**src/rtl/mpp_pkg.sv**
```systemverilog
package mpp_pkg;

    typedef enum logic [1:0] {
        WM_WRITE_THRU = 2'd0,
        WM_OLD_DATA   = 2'd1,
        WM_HOLD       = 2'd2
    } wmode_e;

    function automatic int unsigned pipe_latency(bit in_reg, bit out_reg);
        return 1 + int'(in_reg) + int'(out_reg);
    endfunction

endpackage

```
**src/rtl/mpp_in_stage.sv**
```systemverilog
module mpp_in_stage #(
    parameter int DATA_W = 8,
    parameter int ADDR_W = 4,
    parameter bit EN_REG = 1'b1
) (
    input  logic              clk,
    input  logic              rst_n,
    input  logic              en,
    input  logic              we_i,
    input  logic [ADDR_W-1:0] addr_i,
    input  logic [DATA_W-1:0] din_i,
    output logic              we_o,
    output logic [ADDR_W-1:0] addr_o,
    output logic [DATA_W-1:0] din_o
);

    generate
        if (EN_REG) begin : g_reg
            typedef struct packed {
                logic              we;
                logic [ADDR_W-1:0] addr;
                logic [DATA_W-1:0] din;
            } cap_t;

            cap_t cap_d, cap_q;

            always_comb begin
                cap_d = cap_q;
                if (en) begin
                    cap_d.we   = we_i;
                    cap_d.addr = addr_i;
                    cap_d.din  = din_i;
                end
            end

            always_ff @(posedge clk or negedge rst_n) begin
                if (!rst_n) cap_q <= '0;
                else        cap_q <= cap_d;
            end

            assign we_o   = cap_q.we;
            assign addr_o = cap_q.addr;
            assign din_o  = cap_q.din;
        end else begin : g_pass
            logic unused_pass;
            assign unused_pass = ^{clk, rst_n, en};
            assign we_o   = we_i;
            assign addr_o = addr_i;
            assign din_o  = din_i;
        end
    endgenerate

endmodule

```
**src/rtl/mpp_ram.sv**
```systemverilog
module mpp_ram
    import mpp_pkg::*;
#(
    parameter int                DATA_W    = 8,
    parameter int                ADDR_W    = 4,
    parameter wmode_e            WMODE     = WM_WRITE_THRU,
    parameter bit                TAKE_INIT = 1'b0,
    parameter logic [DATA_W-1:0] INIT_VAL  = '0
) (
    input  logic              clk,
    input  logic              rst_n,
    input  logic              en,
    input  logic              init,
    input  logic              we,
    input  logic [ADDR_W-1:0] addr,
    input  logic [DATA_W-1:0] din,
    output logic [DATA_W-1:0] rd_o
);

    localparam int DEPTH = 1 << ADDR_W;

    logic [DATA_W-1:0] mem [DEPTH];
    logic [DATA_W-1:0] rd_d, rd_q;

    // Storage array: written only in enabled cycles, never reset.
    always_ff @(posedge clk) begin
        if (en && we) mem[addr] <= din;
    end

    // Read register: the write mode decides what a write cycle shows.
    always_comb begin
        rd_d = rd_q;
        if (en) begin
            if (!we) begin
                rd_d = mem[addr];
            end else begin
                case (WMODE)
                    WM_WRITE_THRU: rd_d = din;
                    WM_OLD_DATA:   rd_d = mem[addr];
                    default:       rd_d = rd_q;
                endcase
            end
            if (TAKE_INIT && init) rd_d = INIT_VAL;
        end
    end

    always_ff @(posedge clk or negedge rst_n) begin
        if (!rst_n) rd_q <= INIT_VAL;
        else        rd_q <= rd_d;
    end

    assign rd_o = rd_q;

endmodule

```
**src/rtl/mpp_out_stage.sv**
```systemverilog
module mpp_out_stage #(
    parameter int                DATA_W   = 8,
    parameter bit                EN_REG   = 1'b1,
    parameter logic [DATA_W-1:0] INIT_VAL = '0
) (
    input  logic              clk,
    input  logic              rst_n,
    input  logic              en,
    input  logic              init,
    input  logic [DATA_W-1:0] d_i,
    output logic [DATA_W-1:0] q_o
);

    generate
        if (EN_REG) begin : g_reg
            logic [DATA_W-1:0] out_d, out_q;

            always_comb begin
                out_d = out_q;
                if (en) out_d = init ? INIT_VAL : d_i;
            end

            always_ff @(posedge clk or negedge rst_n) begin
                if (!rst_n) out_q <= INIT_VAL;
                else        out_q <= out_d;
            end

            assign q_o = out_q;
        end else begin : g_pass
            logic unused_pass;
            assign unused_pass = ^{clk, rst_n, en, init};
            assign q_o = d_i;
        end
    endgenerate

endmodule

```
**src/rtl/mpp_ready_line.sv**
```systemverilog
module mpp_ready_line #(
    parameter int LAT = 3
) (
    input  logic clk,
    input  logic rst_n,
    input  logic en,
    input  logic req,
    output logic rdy
);

    logic [LAT-1:0] line_d, line_q;

    always_comb begin
        line_d = line_q;
        if (en) begin
            line_d[0] = req;
            for (int k = 1; k < LAT; k++) line_d[k] = line_q[k-1];
        end
    end

    always_ff @(posedge clk or negedge rst_n) begin
        if (!rst_n) line_q <= '0;
        else        line_q <= line_d;
    end

    assign rdy = line_q[LAT-1];

endmodule

```
**src/rtl/mem_port_pipe.sv**
```systemverilog
module mem_port_pipe
    import mpp_pkg::*;
#(
    parameter int                DATA_W   = 8,
    parameter int                ADDR_W   = 4,
    parameter bit                IN_REG   = 1'b1,
    parameter bit                OUT_REG  = 1'b1,
    parameter wmode_e            WMODE    = WM_WRITE_THRU,
    parameter logic [DATA_W-1:0] INIT_VAL = '0
) (
    input  logic              clk,
    input  logic              rst_n,
    input  logic              en,
    input  logic              we,
    input  logic              init,
    input  logic              req,
    input  logic [ADDR_W-1:0] addr,
    input  logic [DATA_W-1:0] din,
    output logic [DATA_W-1:0] dout,
    output logic              acc,
    output logic              rdy
);

    localparam int LAT = pipe_latency(IN_REG, OUT_REG);
    // Initialise lands in the storage read register only when it is the last stage.
    localparam bit INIT_IN_RAM = !OUT_REG;

    logic              s_we;
    logic [ADDR_W-1:0] s_addr;
    logic [DATA_W-1:0] s_din;
    logic [DATA_W-1:0] ram_rd;

    assign acc = en;

    mpp_in_stage #(
        .DATA_W (DATA_W),
        .ADDR_W (ADDR_W),
        .EN_REG (IN_REG)
    ) u_in (
        .clk    (clk),
        .rst_n  (rst_n),
        .en     (en),
        .we_i   (we),
        .addr_i (addr),
        .din_i  (din),
        .we_o   (s_we),
        .addr_o (s_addr),
        .din_o  (s_din)
    );

    mpp_ram #(
        .DATA_W    (DATA_W),
        .ADDR_W    (ADDR_W),
        .WMODE     (WMODE),
        .TAKE_INIT (INIT_IN_RAM),
        .INIT_VAL  (INIT_VAL)
    ) u_ram (
        .clk   (clk),
        .rst_n (rst_n),
        .en    (en),
        .init  (init),
        .we    (s_we),
        .addr  (s_addr),
        .din   (s_din),
        .rd_o  (ram_rd)
    );

    mpp_out_stage #(
        .DATA_W   (DATA_W),
        .EN_REG   (OUT_REG),
        .INIT_VAL (INIT_VAL)
    ) u_out (
        .clk   (clk),
        .rst_n (rst_n),
        .en    (en),
        .init  (init),
        .d_i   (ram_rd),
        .q_o   (dout)
    );

    mpp_ready_line #(
        .LAT (LAT)
    ) u_rdy (
        .clk   (clk),
        .rst_n (rst_n),
        .en    (en),
        .req   (req & acc),
        .rdy   (rdy)
    );

endmodule

```
**config.mk**
```make
export PLATFORM = sky130hd
export DESIGN_NAME = mem_port_pipe
export DESIGN_NICKNAME = d
export VERILOG_FILES = /design/src/rtl/mpp_pkg.sv /design/src/rtl/mpp_in_stage.sv /design/src/rtl/mpp_ram.sv /design/src/rtl/mpp_out_stage.sv /design/src/rtl/mpp_ready_line.sv /design/src/rtl/mem_port_pipe.sv
export SDC_FILE = /design/constraint.sdc
export NUM_CORES = 1
export LEC_CHECK = 0
export CORE_UTILIZATION = 45
export DETAILED_ROUTE_END_ITERATION = 16
export GPL_ROUTABILITY_DRIVEN = 1
export SKIP_CTS_REPAIR_TIMING = 1
export SLEW_MARGIN = 40
export SYNTH_ARGS = -nofsm -noshare
export SYNTH_HDL_FRONTEND = slang
export SYNTH_HIERARCHICAL = 1
export SYNTH_SLANG_ARGS = --single-unit
export TNS_END_PERCENT = 50
```
**constraint.sdc**
```tcl
create_clock -name clk -period 4.15 [get_ports clk]
set_input_delay 0.83 -clock clk [delete_from_list [all_inputs] [get_ports clk]]
set_output_delay 0.83 -clock clk [all_outputs]
set_load 0.01 [all_outputs]
```
==> flow_metrics.env <==
export IMPL_drive_above_1_share_pct=17.4
export IMPL_synth_top_family_by_area="multiplexers"
export IMPL_fp_dieW_um=121
export IMPL_setup_violations=0
export IMPL_clock_sinks=160
export IMPL_grt_use_total_pct=20.9
export IMPL_crit_buf_inv=2
export IMPL_ioPinCount=28
export IMPL_mappedNetlistArea_sq_um=6340
export IMPL_drt_total_wl_mm=13.6
export IMPL_hold_start="u_rdy/line_q[1]"
export IMPL_hold_viol_final=0
export IMPL_crit_path_end_kind="output port"
export IMPL_worst_hold_path_type="reg -> reg"
export IMPL_finalClockSkew_ns=0.0123
export IMPL_crit_slowest_cell="clkdlybuf4s50_1"
export IMPL_wl_per_cell_um=23.5
export IMPL_fmax_ghz=0.357
export IMPL_power_leakage_uw=0.00259
export IMPL_synth_avg_cell_area_sq_um=18.0
export IMPL_initial_core_util_pct=46.9
export IMPL_ys_types=30
export IMPL_synthToLayoutAreaGrowth_pct=16.6
export IMPL_cts_inserted_buffers=17
export IMPL_outcome="completed"
export IMPL_grt_pass1_wl_mm=21.0
export IMPL_fin_crit_sh_pct=67.5
export IMPL_yosys_area_share_adder_pct=0
export IMPL_design_core_area_sq_um=13500
export IMPL_dp_hpwl_mm=8.46
export IMPL_start_kind="input pin"
export IMPL_cp_arrival_ns=1.97
export IMPL_antenna_found_initial=0
export IMPL_cp_slowest_stage_delay_ns=0.65
export IMPL_worst_slew_pin_slew_ns=0.808
export IMPL_grt_max_degree=38
export IMPL_peakVddDrop_uv=423
export IMPL_rr_startpoint="u_in/addr_o[0]"
export IMPL_overflow=0
export IMPL_place_gp_congestion=0.847
export IMPL_num_vias=3348
export IMPL_synthXorXnorAreaFrac_pct=0
export IMPL_cts_tree="built"
export IMPL_cpLargestDelayFamily="buffers and inverters"
export IMPL_r2r_cells=2
export IMPL_critPathRequiredTime_ns=3.32
export IMPL_path_clk_slew_ns=0.06
export IMPL_synth_cells=353
export IMPL_synthMuxAreaShare_pct=14.6
export IMPL_clk_path_buf_depth=2
export IMPL_instances_no_fill=579
export IMPL_ys_seq_area_share_pct=73.3
export IMPL_die_area_sq_um=14600
export IMPL_rsz0062_at_grt="no"
export IMPL_min_delay_path_depth=1
export IMPL_port_buffers=27
export IMPL_mostFrequentLayoutCells="edfxtp_1 (128), mux2i_1 (32), dfrtp_1 (30)"
export IMPL_synth_compound_area_share_pct=5.92
export IMPL_drc=0
export IMPL_htreeDepth=4
export IMPL_synth_seq_cells=160
export IMPL_crit_cells=2
export IMPL_die_h_um=121
export IMPL_antennaDiodeCount=0
export IMPL_final_common_cell="edfxtp_1"
export IMPL_yosys_warnings=6
export IMPL_relSlewSlack_pct=46.1
export IMPL_grt_pass1_vias=3454
export IMPL_cp_startpoint="en"
export IMPL_drv_slew=0
export IMPL_critPathKind="in -> out"
export IMPL_num_rows=42
export IMPL_powerDensity_nw_per_um2=518
export IMPL_dp_cells=547
export IMPL_totalPowerFinal_uw=3830
export IMPL_worst_path_max_fanout=22
export IMPL_min_period_ns=2.80
export IMPL_fin_setup_tns_ns=0
export IMPL_antenna_left=0
export IMPL_final_net_count=408
export IMPL_first_pass_iters=4
export IMPL_worstSkewPairLatency_ns=0.43
export IMPL_vias_per_cell=5.78
export IMPL_cts_root_buffer="clkbuf_16"
export IMPL_synth_nets=371
export IMPL_drv_cap=0
export IMPL_drt_iter0_markers=254
export IMPL_synthSimpleGateAreaFrac_pct=3.46
export IMPL_path_cells="buf_2 -> clkdlybuf4s50_1"
==> kinds of logic (layout without fill, tap and decap cells) <==
| family | count (synthesis) | in the layout |
|---|---|---|
| and+or+nand+nor | 39 | 39 |
| AOI/OAI and AO/OA | 62 | 62 |
| buffers and inverters | 28 | 78 |
| muxes | 64 | 64 |
| DFF | 160 | 160 |
==> stage by stage <==
step           util, %  hold WS (ns)  setup slack, ns  area [sq um]
2_1_floorplan        -         0.475             1.93          6340
3_3_place_gp      50.1         0.483             1.31          6760
3_5_place_dp      50.1         0.497             1.30          6770
4_1_cts           54.7         0.508             1.30          7390
5_1_grt           54.7         0.520             1.27          7390
6_report          54.7         0.506             1.35          7390
==> final timing paths <==
kind	to	slack (ns)
worst max-delay path	acc	1.35
worst min-delay path	u_rdy/line_q[2]	0.51
worst max register to register	u_ram/mem[11][2]	1.98
worst min register to register	u_rdy/line_q[2]	0.51
max in group asynchronous	u_in/addr_o[0]	2.97
min in group asynchronous	u_in/din_o[6]	0.83
==> state kept, by name, summed over array words and instances (netlist names) <==
name / count
u_in/din_o: 8
u_rdy/line_q: 3
u_ram/mem: 128
u_out/q_o: 8
u_ram/rd_o: 8
u_in/addr_o: 4
u_in/we_o: 1
==> power breakdown <==
part,internal [uW],switching (uW),total [uW]
Clock,1000,610,1610
Combinational,148,138,286
Sequential,1820,112,1930
Total,2970,859,3830
==> synth_stat cells <==
cell | number | area, sq um
buf_6 | 5 | 56.3
and2_1 | 1 | 6.26
nand4b_1 | 1 | 8.76
dfrtp_1 | 32 | 801
o21ai_1 | 10 | 50.1
o22a_1 | 6 | 52.6
nand3b_1 | 8 | 60.1
nor2_1 | 8 | 30.0
buf_4 | 3 | 22.5
mux2_2 | 6 | 67.6
inv_1 | 8 | 30.0
or2_2 | 2 | 12.5
edfxtp_1 | 128 | 3840
o21ai_0 | 4 | 20.0
a21oi_1 | 16 | 80.1
nor3_1 | 8 | 40.0
mux2i_1 | 32 | 320
or2_1 | 1 | 6.26
mux4_1 | 7 | 184
clkbuf_1 | 7 | 26.3
buf_1 | 1 | 3.75
nand2_1 | 3 | 11.3
buf_12 | 1 | 20.0
mux4_2 | 9 | 203
o221ai_1 | 4 | 35.0
buf_2 | 3 | 15.0
nand2b_1 | 6 | 37.5
o22ai_1 | 22 | 138
nand4_1 | 1 | 6.26
mux2_4 | 10 | 150
==> routing by layer <==
metal / global-route usage [%] / wire length, um
met3: 4.95 / 918
met2: 33.7 / 6790
met1: 27.3 / 5590
met4: 8.41 / 284
met5: 0 / 0
==> final cells by class <==
| class | instances | area [sq um] |
|---|---|---|
| sequential | 160 | 4650 |
| multi-input combinational | 165 | 1520 |
| fill | 1063 | 6120 |
| tap | 176 | 220 |
| timing repair buffer | 38 | 348 |
| clock inverter | 14 | 191 |
| inverter | 8 | 30.0 |
| clock buffer | 18 | 429 |
No activity file was read; power rests on OpenSTA's default activity.
